File: config.mk
export PLATFORM = sky130hd
export DESIGN_NAME = evq_gen_reader
export DESIGN_NICKNAME = d
export VERILOG_FILES = /design/src/rtl/evq_pkg.sv /design/src/rtl/evq_rst_sync.sv /design/src/rtl/evq_slot_ram.sv /design/src/rtl/evq_producer.sv /design/src/rtl/evq_consumer.sv /design/src/rtl/evq_gen_reader.sv
export SDC_FILE = /design/constraint.sdc
export NUM_CORES = 1
export LEC_CHECK = 0
export BUFFER_PORTS_ARGS = -buffer_cell sky130_fd_sc_hd__buf_2
export CAP_MARGIN = 20
export CORE_AREA = 2 2 226 228
export CTS_CLUSTER_SIZE = 28
export DETAILED_ROUTE_END_ITERATION = 10
export DIE_AREA = 0 0 228 230
export PLACE_DENSITY = 0.66
export SYNTH_ARGS = -nofsm -noshare
export SYNTH_HDL_FRONTEND = slang
export SYNTH_SLANG_ARGS = --single-unit
File: constraint.sdc
create_clock -name clk -period 22.6 [get_ports clk]
set_input_delay 2.26 -clock clk [delete_from_list [all_inputs] [get_ports clk]]
set_output_delay 2.26 -clock clk [all_outputs]
set_load 0.02 [all_outputs]
File: src/rtl/evq_pkg.sv
package evq_pkg;

  // Kind of request the consumer port can accept.
  typedef enum logic [1:0] {
    REQ_NONE = 2'd0,
    REQ_PEEK = 2'd1,
    REQ_TAKE = 2'd2
  } evq_req_e;

  // Decode the two request pins into one kind; take has priority.
  function automatic evq_req_e evq_decode(input logic take, input logic peek);
    if (take)      return REQ_TAKE;
    else if (peek) return REQ_PEEK;
    else           return REQ_NONE;
  endfunction

endpackage

File: src/rtl/evq_rst_sync.sv
module evq_rst_sync #(
  parameter int STAGES = 2
) (
  input  logic clk,
  input  logic rst_n,
  output logic rst_n_sync
);

  logic [STAGES-1:0] chain_q;

  // Assert asynchronously, release after STAGES clean edges.
  always_ff @(posedge clk or negedge rst_n) begin
    if (!rst_n) chain_q <= '0;
    else        chain_q <= {chain_q[STAGES-2:0], 1'b1};
  end

  assign rst_n_sync = chain_q[STAGES-1];

endmodule

File: src/rtl/evq_slot_ram.sv
module evq_slot_ram #(
  parameter int SLOTS  = 16,
  parameter int DATA_W = 32,
  localparam int IDX_W = $clog2(SLOTS)
) (
  input  logic              clk,
  input  logic              rst_n,
  input  logic              wr_en,
  input  logic [IDX_W-1:0]  wr_addr,
  input  logic [DATA_W-1:0] wr_data,
  input  logic [IDX_W-1:0]  rd_addr,
  output logic [DATA_W-1:0] rd_data
);

  logic [DATA_W-1:0] slot_q [SLOTS];

  // One register per slot; all clear on reset so the queue starts empty.
  for (genvar s = 0; s < SLOTS; s++) begin : g_slot
    logic hit_w;
    assign hit_w = wr_en && (wr_addr == IDX_W'(s));

    always_ff @(posedge clk or negedge rst_n) begin
      if (!rst_n)     slot_q[s] <= '0;
      else if (hit_w) slot_q[s] <= wr_data;
    end
  end

  // Read returns the contents held before any write on this edge.
  assign rd_data = slot_q[rd_addr];

  // a written slot holds the written word on the next cycle.
  p_write_lands_r10: assert property (@(posedge clk) disable iff (!rst_n)
    wr_en |=> (slot_q[$past(wr_addr)] == $past(wr_data)));

endmodule

File: src/rtl/evq_producer.sv
module evq_producer #(
  parameter int SLOTS  = 16,
  parameter int DATA_W = 32,
  localparam int IDX_W = $clog2(SLOTS),
  localparam int NUM_W = DATA_W - 1
) (
  input  logic              clk,
  input  logic              rst_n,
  input  logic              put,
  input  logic [NUM_W-1:0]  put_num,
  output logic              wr_en,
  output logic [IDX_W-1:0]  wr_addr,
  output logic [DATA_W-1:0] wr_data
);

  localparam logic [IDX_W-1:0] LAST = IDX_W'(SLOTS - 1);

  logic [IDX_W-1:0] widx_q, widx_d;
  logic             gen_q, gen_d;

  always_comb begin
    widx_d = widx_q;
    gen_d  = gen_q;
    if (put) begin
      widx_d = widx_q + IDX_W'(1);
      if (widx_q == LAST) gen_d = ~gen_q;
    end
  end

  // First lap is written with the generation marker set.
  always_ff @(posedge clk or negedge rst_n) begin
    if (!rst_n) begin
      widx_q <= '0;
      gen_q  <= 1'b1;
    end else if (put) begin
      widx_q <= widx_d;
      gen_q  <= gen_d;
    end
  end

  assign wr_en   = put;
  assign wr_addr = widx_q;
  assign wr_data = {gen_q, put_num};

  // generation inverts exactly when the write index wraps.
  p_gen_wrap_r9: assert property (@(posedge clk) disable iff (!rst_n)
    (put && widx_q == LAST) |=> (gen_q != $past(gen_q)) && (widx_q == '0));

  p_gen_hold_r9: assert property (@(posedge clk) disable iff (!rst_n)
    (put && widx_q != LAST) |=> $stable(gen_q));

endmodule

File: src/rtl/evq_consumer.sv
module evq_consumer
  import evq_pkg::*;
#(
  parameter int SLOTS  = 16,
  parameter int DATA_W = 32,
  localparam int IDX_W = $clog2(SLOTS),
  localparam int NUM_W = DATA_W - 1
) (
  input  logic              clk,
  input  logic              rst_n,
  input  logic              take,
  input  logic              peek,
  input  logic [DATA_W-1:0] rd_data,
  output logic [IDX_W-1:0]  rd_addr,
  output logic [DATA_W-1:0] res_data,
  output logic              res_done
);

  localparam logic [IDX_W-1:0] LAST = IDX_W'(SLOTS - 1);

  evq_req_e          kind;
  logic              go;
  logic              fresh;
  logic [IDX_W-1:0]  idx_q, idx_d;
  logic              tog_q, tog_d;
  logic [DATA_W-1:0] res_q, res_d;
  logic              done_q, done_d;

  assign kind  = evq_decode(take, peek);
  // A pending result blocks acceptance for one cycle.
  assign go    = (kind != REQ_NONE) && !done_q;
  // Slot is new only when its marker differs from the expected flag.
  assign fresh = (rd_data[DATA_W-1] != tog_q);

  always_comb begin
    idx_d  = idx_q;
    tog_d  = tog_q;
    res_d  = res_q;
    done_d = go;
    if (go) begin
      res_d = fresh ? {1'b0, rd_data[NUM_W-1:0]} : '0;
      if ((kind == REQ_TAKE) && fresh) begin
        idx_d = idx_q + IDX_W'(1);
        if (idx_q == LAST) tog_d = ~tog_q;
      end
    end
  end

  always_ff @(posedge clk or negedge rst_n) begin
    if (!rst_n) begin
      idx_q <= '0;
      tog_q <= 1'b0;
    end else if (go) begin
      idx_q <= idx_d;
      tog_q <= tog_d;
    end
  end

  always_ff @(posedge clk or negedge rst_n) begin
    if (!rst_n) begin
      res_q  <= '0;
      done_q <= 1'b0;
    end else begin
      done_q <= done_d;
      if (go) res_q <= res_d;
    end
  end

  assign rd_addr  = idx_q;
  assign res_data = res_q;
  assign res_done = done_q;

  // done is a single-cycle pulse following an accepted request.
  p_done_pulse_r7: assert property (@(posedge clk) disable iff (!rst_n)
    res_done |=> !res_done);

  p_done_follows_r7: assert property (@(posedge clk) disable iff (!rst_n)
    go |=> res_done);

  p_busy_blocks_r7: assert property (@(posedge clk) disable iff (!rst_n)
    (res_done && (take || peek)) |=> (!res_done && $stable(idx_q)));

  // an empty slot yields zero and leaves position untouched.
  p_empty_zero_r2: assert property (@(posedge clk) disable iff (!rst_n)
    (go && !fresh) |=> (res_data == '0) && $stable(idx_q) && $stable(tog_q));

  // a successful take moves one slot forward.
  p_idx_step_r3: assert property (@(posedge clk) disable iff (!rst_n)
    (go && take && fresh) |=> (idx_q == $past(idx_q) + IDX_W'(1)));

  // passing the last slot inverts the flag.
  p_tog_flip_r4: assert property (@(posedge clk) disable iff (!rst_n)
    (go && take && fresh && idx_q == LAST) |=> (tog_q != $past(tog_q)));

  // returned word never carries the marker bit.
  p_top_clear_r5: assert property (@(posedge clk) disable iff (!rst_n)
    res_done |-> !res_data[DATA_W-1]);

  // a peek changes neither index nor flag.
  p_peek_hold_r6: assert property (@(posedge clk) disable iff (!rst_n)
    (go && !take) |=> $stable(idx_q) && $stable(tog_q));

endmodule

File: src/rtl/evq_gen_reader.sv
module evq_gen_reader #(
  parameter int SLOTS  = 16,
  parameter int DATA_W = 32,
  localparam int IDX_W = $clog2(SLOTS),
  localparam int NUM_W = DATA_W - 1
) (
  input  logic              clk,
  input  logic              rst_n,
  input  logic              prod_wr,
  input  logic [NUM_W-1:0]  prod_num,
  input  logic              req_take,
  input  logic              req_peek,
  output logic [DATA_W-1:0] res_data,
  output logic              res_done
);

  logic              rst_n_int;
  logic              wr_en;
  logic [IDX_W-1:0]  wr_addr;
  logic [DATA_W-1:0] wr_data;
  logic [IDX_W-1:0]  rd_addr;
  logic [DATA_W-1:0] rd_data;

  evq_rst_sync #(.STAGES(2)) u_rst (
    .clk        (clk),
    .rst_n      (rst_n),
    .rst_n_sync (rst_n_int)
  );

  evq_producer #(.SLOTS(SLOTS), .DATA_W(DATA_W)) u_prod (
    .clk     (clk),
    .rst_n   (rst_n_int),
    .put     (prod_wr),
    .put_num (prod_num),
    .wr_en   (wr_en),
    .wr_addr (wr_addr),
    .wr_data (wr_data)
  );

  evq_slot_ram #(.SLOTS(SLOTS), .DATA_W(DATA_W)) u_ram (
    .clk     (clk),
    .rst_n   (rst_n_int),
    .wr_en   (wr_en),
    .wr_addr (wr_addr),
    .wr_data (wr_data),
    .rd_addr (rd_addr),
    .rd_data (rd_data)
  );

  evq_consumer #(.SLOTS(SLOTS), .DATA_W(DATA_W)) u_cons (
    .clk      (clk),
    .rst_n    (rst_n_int),
    .take     (req_take),
    .peek     (req_peek),
    .rd_data  (rd_data),
    .rd_addr  (rd_addr),
    .res_data (res_data),
    .res_done (res_done)
  );

endmodule

# ---- Word-level counts from Yosys, hierarchy flattened
# Cells that the tools add are included.
dict set report word_totals {
  ff_bits 557
  in_bits 36
  output_inout_bits 33
  elab_cells 77
}
dict set report op_classes {
  n_addsub 2
  magnitude_cmp 1
  n_eq_ne 18
  muxes 6
  bitwise 3
  n_reduce_logical 24
}
# cell count
set op_table {}
lappend op_table {{32-bit binary-select mux with 4-bit select} 1}
lappend op_table {{32-bit 2-to-1 mux} 2}
lappend op_table {{4-bit == test, second input constant} 9}
lappend op_table {{31-bit 2-to-1 mux} 1}
lappend op_table {{1-bit logical AND} 18}
lappend op_table {{4-bit by 3-bit == test with 1-bit output, second input constant} 4}
lappend op_table {{4-bit by 1-bit adder with 4-bit output, second input constant} 2}
lappend op_table {{4-bit by 2-bit == test with 1-bit output, second input constant} 2}
lappend op_table {{5-bit >= comparator, second input constant} 1}
lappend op_table {{4-bit inverter with 5-bit output} 1}
lappend op_table {{4-bit by 1-bit == test with 1-bit output, second input constant} 1}
lappend op_table {{4-bit zero test} 1}
lappend op_table {{2-bit AND reduction} 2}
lappend op_table {{3-bit AND reduction} 1}
lappend op_table {{2-bit == test, second input constant} 1}
lappend op_table {{2-bit 2-to-1 mux} 1}
lappend op_table {{1-bit inverter} 2}
lappend op_table {{2-bit nonzero test} 1}
lappend op_table {{1-bit zero test} 1}
lappend op_table {{1-bit 2-to-1 mux} 1}
lappend op_table {{1-bit != test} 1}

# ---- Logic depth before layout (Yosys ltp)
# Gate-level depths: netlist of run 1.
dict set report depth {
  ltp_word 7
  mapped_depth 9
  ltp_nobuf 6
}

# ---- Hierarchy
# From an unflattened synthesis of run 1, not the netlist that was laid out.
dict set report hier_totals {
  hier_cells 1548
  hier_area_um2 24669.9
}
# mod instances cells_per_inst area_each_um2 seq_area_each_um2
set modules_own_cells {}
lappend modules_own_cells {evq_slot_ram 1 1405 22770.6 12812.3}
lappend modules_own_cells {evq_consumer 1 93 1396.3 925.9}
lappend modules_own_cells {evq_producer 1 47 449.2 126.4}
lappend modules_own_cells {evq_rst_sync 1 3 53.8 50.0}

# ---- Worst setup path after synthesis of run 1
# OpenSTA, ideal clock, no wires.
dict set report synth_timing {
  path_kind {input to register}
  start {input req_peek}
  end {register u_cons.idx_q[1] (netlist: u_cons.rd_addr[1])}
  setup_time_ns 0.125
  t_arrival_ns 3.528
  t_required_ns 22.475
  setup_slack_ns 18.948
  stages 7
  path_buffers 1
  path_cell_list {nor2_1 or2_2 clkbuf_1 nor3_1 mux2i_1 a21boi_1 mux2_2}
}
dict set report synth_via {
  elab_chain_len 5
  word_cells_on_any_way 7
}
# element line
set synth_rtl {}
lappend synth_rtl {{from (decl)} evq_gen_reader.sv:12} ;# input logic req_peek,
lappend synth_rtl {{1-bit 2-to-1 mux *} evq_pkg.sv:13} ;# else if (peek) return REQ_PEEK;
lappend synth_rtl {{2-bit 2-to-1 mux *} evq_pkg.sv:12} ;# if (take) return REQ_TAKE;
lappend synth_rtl {{2-bit == test / 2-bit nonzero test (equally long branches)} {evq_consumer.sv:42, evq_consumer.sv:31}}
lappend synth_rtl {{1-bit logical AND (on tied branches)} {evq_consumer.sv:42, evq_consumer.sv:31}}
lappend synth_rtl {{2-bit AND reduction (no source line) *} -}
lappend synth_rtl {{to (signal assigned)} evq_consumer.sv:54} ;# idx_q <= idx_d;
lappend synth_rtl {{to (decl)} evq_consumer.sv:24} ;# logic [IDX_W-1:0] idx_q, idx_d;
# Every way passes the cells marked *; elsewhere a longest branch is shown, timed or not.
# A chain may end at the register's enable or synchronous reset.

# ---- Worst setup path after layout of run 1
dict set report layout_timing {
  start {input req_take}
  end {register u_cons.res_q[22] (netlist: u_cons.res_data[22])}
}
dict set report layout_via {
  elab_chain_len 3
}
# element line
set layout_rtl {}
lappend layout_rtl {{from (decl)} evq_gen_reader.sv:11} ;# input logic req_take,
lappend layout_rtl {{2-bit 2-to-1 mux} evq_pkg.sv:12}
lappend layout_rtl {{2-bit nonzero test} evq_consumer.sv:31} ;# assign go = (kind != REQ_NONE) && !done_q;
lappend layout_rtl {{1-bit logical AND} evq_consumer.sv:31}
lappend layout_rtl {{to (signal assigned)} evq_consumer.sv:65} ;# if (go) res_q <= res_d;
lappend layout_rtl {{to (decl)} evq_consumer.sv:26} ;# logic [DATA_W-1:0] res_q, res_d;
# No other way between the ends.

==> reports/metrics.csv, run 1 <==
stage,metric,value,unit
run_status,outcome,"finished, final reports clean",
floorplan,dieArea,52400,um2
sta,finalCriticalPeriod,4.13,ns
pwr,power_switching,0.00121,W
logic_synthesis,ys_async_sr_fraction,1.00,
clock_network,cts_made_buffers,57,
worst_setup_path,cp.required,23.05,ns
layout,multi_input_area,10100,um2
sta,tightestPinTransition,1.05,ns
logic_synthesis,synth_area,24700,um2
sta,fmaxAchievable,242,MHz
place,dp_slack,17.77,ns
pwr,p_int,0.00285,W
worst_setup_path,worst-setup-path-type,in2reg,
logic_synthesis,synth-edff-count,0,
sta,worst_slack,18.47,ns
clock_network,cts_sinks,556,
floorplan,fp.coreArea,49900,um2
global_routing,grt_pass1_wl,87.9,mm
clock_network,clkTransAtPathRegs,0.06,ns
global_routing,grt_start_max_net_pins,183,
worst_setup_path,critPathArrivalTime,4.59,ns
pwr,pwr-share-clk,0.223,
floorplan,io-pin-count,69,
worst_setup_path,r2r_cells,7,
sta,hold_viol,0,
logic_synthesis,ys_seq_area_frac,0.563,
worst_setup_path,r2r_slack,18.80,ns
place,portBuffers,67,
floorplan,die_y,230,um
clock_network,cts_tree,yes,
job,cap_violations,0,
sta,relSlewSlack,0.299,
layout,seq_area,13900,um2
sta,finalCritPeriodShare,0.183,
drt,drt-initial-drc-count,896,
worst_setup_path,timing.rr.start,u_cons.rd_addr[0],
global_routing,grt_usage,0.221,
logic_synthesis,syn_inst,1533,
drt,dr.pass1.iters,7,
pwr,pwr-share-seq,0.429,
drt,wl_per_cell,24.6,um
layout,mostFrequentLayoutCell,dfrtp_1,
layout,diodes,0,
pwr,ir_worst_vdd,85.9,uV
clock_network,postCtsHoldBufs,0,
layout,final_nets,1590,
global_routing,gr-total-overflow,0,
drt,totalWireLength,55.8,mm
logic_synthesis,yosysTopAreaCellShare,0.562,
layout,fill_cells,4021,
logic_synthesis,ys_ff_latch,556,
drt,vias,13300,
logic_synthesis,synth_area_leader_cell,dfrtp_1,
logic_synthesis,yosysWarningCount,0,
global_routing,antenna_found_initial,2,
sta,rsz0062_at_grt,no,
sta,finalSetupViolCount,0,
layout,layout_common_cells,"550 x dfrtp_1, 514 x mux2_2, 154 x mux4_2, 67 x buf_2, 57 x clkbuf_16",
sta,setup_tns,0,ns
sta,drv_slew,0,
pwr,swShare,0.298,
clock_network,cts_resized,0,
pwr,power.density,149,nW/um2
drt,antenna_left,0,
pwr,leakage,12.0,nW
layout,drive_gt1_frac,0.543,
floorplan,die_x,228,um
worst_setup_path,reg2reg_to,u_cons.res_data[22],
worst_setup_path,critPathCaptureType,flop,
drt,vias_per_cell,5.86,
place,dpl.hpwl,28.9,mm
layout,syn_to_final_growth,10.6,%
pwr,combPwrFrac,0.348,
clock_network,htreeDepth,2,
logic_synthesis,synth.avg_cell_area,16.1,um2
worst_setup_path,crit_end,u_cons.res_data[22],
worst_setup_path,crit_fanout,34,
global_routing,grt_pass1_vias,14400,
hold_path,hold_class,reg2reg,
logic_synthesis,synthTopCellsByArea,"dfrtp_1 56%, mux2_2 23%, mux4_2 14%, clkbuf_1 0.96%, nand2_1 0.70%",
logic_synthesis,synth.net_count,1574,
logic_synthesis,synth.distinct_cells,37,
place,place_congestion,0.702,
sta,skew,0.0117,ns
clock_network,cts_root_buf,clkbuf_16,
worst_setup_path,cp-start-kind,primary input,
drt,drc,0,
clock_network,cts_setup_buffers,0,
worst_setup_path,cp-startpoint,req_take,
clock_network,worstSkewPairLatency,0.61,ns
floorplan,start_util,0.496,
logic_synthesis,ys.flop_type,dfrtp_1,
floorplan,rows,82,
clock_network,clockBufferDepth,3,
per-stage QoR:
step / instances / instance area [um2] / utilization / power, W / hold WS (ns)
after global routing: 2264 / 27300 / 0.548 / 0.00432 / 0.367
after detailed placement: 2162 / 25500 / 0.512 / 0.00320 / 0.336
after floorplan: 1533 / 24700 / - / 0.00286 / 0.331
after global placement: 2162 / 25500 / 0.512 / 0.00313 / 0.337
after CTS: 2264 / 27300 / 0.548 / 0.00412 / 0.349
final: 2264 / 27300 / 0.548 / 0.00407 / 0.346
power by group through the flow:
stage | combinational (W) | sequential [W] | clock [W]
after floorplan | 0.00121 | 0.00165 | 0
after global placement | 0.00140 | 0.00173 | 0
after detailed placement | 0.00144 | 0.00176 | 0
after CTS | 0.00144 | 0.00175 | 0.000933
after global routing | 0.00153 | 0.00181 | 0.000976
final | 0.00141 | 0.00175 | 0.000908
cells in the mapped netlist (all sizes together) (5+ instances only):
cell type	count
clkinv	29
mux2	514
clkbuf	63
inv	5
o21ai	32
nand2	46
mux2i	10
mux4	154
dfrtp	555
and3	5
nand4	5
ha	5
buf	71
nor2	7
flip-flops by register name, summed over array words and instances (netlist names):
register,cells
u_ram.slot_q,512
u_cons.res_data,31
u_cons.rd_addr,4
u_prod.wr_addr,4
u_rst.chain_q,2
u_cons.res_done,1
u_cons.tog_q,1
u_prod.gen_q,1
worst min-delay path by stage:
stage / cells past startpoint / start / to / slack, ns
CTS: 0 / u_rst.chain_q[0] / u_rst.chain_q[1] / 0.35
global placement: 0 / u_rst.chain_q[0] / u_rst.chain_q[1] / 0.34
global route: 0 / u_rst.chain_q[0] / u_rst.chain_q[1] / 0.37
detailed placement: 0 / u_rst.chain_q[0] / u_rst.chain_q[1] / 0.34
finish: 0 / u_rst.chain_q[0] / u_rst.chain_q[1] / 0.35
floorplan: 0 / u_rst.chain_q[0] / u_rst.chain_q[1] / 0.33
kinds of logic (layout without fill, tap and decap cells):
logic type	after synthesis	count (layout)	synth area share
AND/OR/NAND/NOR	76	76	0.0141
buffers and inverters	168	227	0.0305
flip-flops	556	556	0.563
adder cells (fa/ha/maj)	5	5	0.00253
AO/OA/AOI/OAI	40	40	0.00845
other	2	2	0.000304
multiplexers	678	678	0.378
XOR/XNOR	8	8	0.00283
layout make-up:
cell class                 instances  share of cell area
clock buffer                      90              0.0626
clock inverter                    12             0.00339
inverter                          34             0.00467
multi-input combinational        809               0.369
sequential                       556               0.510
tap                              672              0.0308
timing repair buffer              91              0.0202
routing by layer:
layer  up-vias  wire length [um]  track usage
met5         -                23            0
met1      7267             25500        0.313
li1       5683                 -            -
met3        87              1940       0.0319
met2       222             27100        0.361
met4         4              1250       0.0603
worst max-delay path, stage by stage:
cell and delay, ns:
buf_2 0.12, nor2_1 0.07, or2_2 0.72, nor3_1 0.09, mux2i_1 0.36, and2_2 0.78
o21ai_1 0.16
(Power assumes the default switching activity.)
==> inputs of run 2 (changes only) <==
--- a/config.mk
+++ b/config.mk
@@ -11,7 +11,7 @@
 export CTS_CLUSTER_SIZE = 28
 export DETAILED_ROUTE_END_ITERATION = 10
 export DIE_AREA = 0 0 228 230
-export PLACE_DENSITY = 0.66
+export PLACE_DENSITY = 0.68
 export SYNTH_ARGS = -nofsm -noshare
 export SYNTH_HDL_FRONTEND = slang
 export SYNTH_SLANG_ARGS = --single-unit
==> constraint.sdc (replaced) <==
create_clock -name clk -period 3.75 [get_ports clk]
set_input_delay 0.375 -clock clk [delete_from_list [all_inputs] [get_ports clk]]
set_output_delay 0.375 -clock clk [all_outputs]
set_load 0.02 [all_outputs]
==> run 2 against run 1 <==
Net effect: sequential cell count is the same; combinational power grew to 6.2 times the previous value; clock skew grew 0.0028 ns.
==> reports/metrics.csv, run 2 (synthesis gave the netlist of run 1 again) <==
stage,metric,value,unit,change
layout,largest-register,u_ram.slot_q,,unchanged
layout,seq_area,13900,um2,unchanged
global_routing,grt_pass1_vias,14500,,was 14400
clock_network,clkTransAtPathRegs,0.06,ns,about the same
layout,layout_common_cells,"550 x dfrtp_1, 514 x mux2_2, 154 x mux4_2, 67 x buf_2, 57 x clkbuf_16",,unchanged
drt,wl_per_cell,24.8,um,was 24.6 um
floorplan,die_y,230,um,unchanged
global_routing,grt_pass1_wl,88.9,mm,was 87.9 mm
global_routing,grt_start_max_net_pins,108,,was 183
layout,fin_util,0.552,,was 0.548
floorplan,fp.coreArea,49900,um2,unchanged
layout,largest_reg_flops,512,,unchanged
worst_setup_path,cp-startpoint,u_cons.rd_addr[1],,was req_take
drt,dr.pass1.iters,4,,was 7
job,cap_violations,0,,unchanged
clock_network,cts_root_buf,clkbuf_16,,unchanged
sta,finalCriticalPeriod,2.72,ns,
worst_setup_path,cp-start-kind,flop,,was primary input
place,place_congestion,0.733,,was 0.702
pwr,power.density,892,nW/um2,was 149 nW/um2
clock_network,worstSkewPairLatency,0.60,ns,was 0.61 ns
sta,worst_slack,1.03,ns,was 18.47 ns
clock_network,cts_resized,0,,unchanged
drt,drc,0,,unchanged
pwr,combPwrFrac,0.356,,was 0.348
worst_setup_path,crit_fanout,29,,was 34
run_status,outcome,"finished, final reports clean",,unchanged
layout,multi_input_area,10100,um2,about the same
worst_setup_path,cp_slowest_stage_delay,0.72,ns,was 0.78 ns
worst_setup_path,worstPathCellList,buf_4 > nand3_1 > nand4_1 > mux2i_1 > and2_2 > buf_4 > o21ai_1,,was buf_2 > nor2_1 > or2_2 > nor3_1 > mux2i_1 > and2_2 > o21ai_1
drt,vias,13300,,about the same
floorplan,die_x,228,um,unchanged
sta,holdWs,0.0917,ns,was 0.346 ns
worst_setup_path,cpMaxStageDelayCell,dfrtp_4,,was and2_2
worst_setup_path,timing.rr.start,u_cons.rd_addr[1],,was u_cons.rd_addr[0]
global_routing,gr-total-overflow,0,,unchanged
global_routing,antenna_found_initial,2,,unchanged
hold_path,hold_class,in2async,,was reg2reg
clock_network,cts_sinks,556,,unchanged
pwr,pwr-share-clk,0.220,,was 0.223
sta,finalCritPeriodShare,0.726,,
place,dpl.hpwl,31.7,mm,was 28.9 mm
sta,finalSetupViolCount,0,,unchanged
sta,relSlewSlack,0.387,,was 0.299
sta,rsz0062_at_grt,no,,unchanged
drt,vias_per_cell,5.86,,about the same
worst_setup_path,reg2reg_to,u_cons.res_data[21],,was u_cons.res_data[22]
place,dp_slack,1.01,ns,was 17.77 ns
worst_setup_path,critPathCaptureType,flop,,unchanged
layout,drive_gt1_frac,0.543,,about the same
worst_setup_path,r2r_cells,7,,unchanged
layout,fill_cells,4018,,was 4021
sta,fmaxAchievable,367,MHz,
clock_network,cts_made_buffers,57,,unchanged
place,portBuffers,67,,unchanged
worst_setup_path,timing.critical_path.mode_cell,buf_4,,
pwr,ir_worst_vdd,450,uV,was 85.9 uV
floorplan,start_util,0.496,,unchanged
global_routing,grt_usage,0.223,,was 0.221
sta,hold_viol,0,,unchanged
layout,diodes,0,,unchanged
drt,antenna_left,0,,unchanged
worst_setup_path,worst-setup-path-type,reg2reg,,was in2reg
floorplan,io-pin-count,69,,unchanged
drt,drt-initial-drc-count,894,,was 896
place,placed_cells,2179,,was 2162
layout,final_nets,1608,,was 1590
worst_setup_path,r2r_slack,1.03,ns,was 18.80 ns
worst_setup_path,cp.required,4.23,ns,was 23.05 ns
layout,mostFrequentLayoutCell,dfrtp_1,,unchanged
sta,tightestPinTransition,0.915,ns,was 1.05 ns
pwr,swShare,0.297,,was 0.298
pwr,power_switching,0.00729,W,was 0.00121 W
layout,syn_to_final_growth,11.4,%,was 10.6%
clock_network,htreeDepth,2,,unchanged
sta,drv_slew,0,,unchanged
layout,fin_cells,2277,,was 2264
worst_setup_path,critPathArrivalTime,3.20,ns,was 4.59 ns
drt,totalWireLength,56.5,mm,was 55.8 mm
sta,skew,0.0145,ns,was 0.0117 ns
clock_network,clockBufferDepth,3,,unchanged
pwr,p_int,0.0173,W,was 0.00285 W
floorplan,dieArea,52400,um2,unchanged
pwr,leakage,12.1,nW,was 12.0 nW
pwr,pwr-share-seq,0.424,,was 0.429
clock_network,cts_tree,yes,,unchanged
floorplan,rows,82,,unchanged
## run 2: cell types whose count changed in the layout (fill, tap and decap cells not counted), sizes merged
cell	delta
inv	-1
clkbuf	+1
bufinv	+1
buf	+17
dlygate4sd3	+1
clkinv	-6
## run 2: worst max-delay path by stage
stage	to	slack [ns]	cells after the start
after floorplan	u_cons.rd_addr[0]	-1.65	0
after detailed placement	u_cons.res_data[6]	1.01	5
after global routing	u_cons.res_data[21]	0.90	7
after CTS	u_cons.res_data[6]	1.0	5
after global placement	u_cons.res_data[10]	1.02	5
final	u_cons.res_data[21]	1.03	7
## run 2: cell type report
type	count	share of cell area
Tap cell	672	0.0305
Timing Repair Buffer	109	0.0292
Multi-Input combinational cell	809	0.366
Clock buffer	91	0.0604
Inverter	34	0.00463
Sequential cell	556	0.506
Clock inverter	6	0.00304
## run 2: power by group through the flow
| stage | Clock, W | Sequential [W] | Combinational (W) |
|---|---|---|---|
| after floorplan | 0 | 0.00990 | 0.00731 |
| after global placement | 0 | 0.0104 | 0.00863 |
| after detailed placement | 0 | 0.0105 | 0.00886 |
| after CTS | 0.00554 | 0.0104 | 0.00888 |
| after global routing | 0.00580 | 0.0108 | 0.00945 |
| final | 0.00539 | 0.0104 | 0.00874 |
## run 2: critical path, delay by kind of cell, from the launching register on
family	cells	cell delay, ns
simple gates	3	0.65
buf+inv	2	0.74
compound gates	1	0.09
flops	1	0.72
mux	1	0.38
## run 2: stage by stage
stage	setup TNS, ns	power, W	area [um2]
2_1_floorplan	-914.29	0.0172	24700
6_report	0	0.0246	27500
3_5_place_dp	0	0.0194	25800
5_1_grt	0	0.0260	27500
4_1_cts	0	0.0248	27500
3_3_place_gp	0	0.0190	25800
## run 2: layer usage
layer	wire length (um)	share of wire	global-route usage	vias up
met5	25	0.00044	0	-
met4	1220	0.022	0.0645	4
met2	28300	0.50	0.370	232
met1	24800	0.44	0.310	7294
met3	2170	0.038	0.0327	85
li1	-	-	-	5717
## run 2: repair_timing
| item | CTS | global route |
|---|---|---|
| hold buffers | 1 | 0 |
| buffers inserted | 0 | 0 |
| hold endpoints to repair | 2 | 0 |
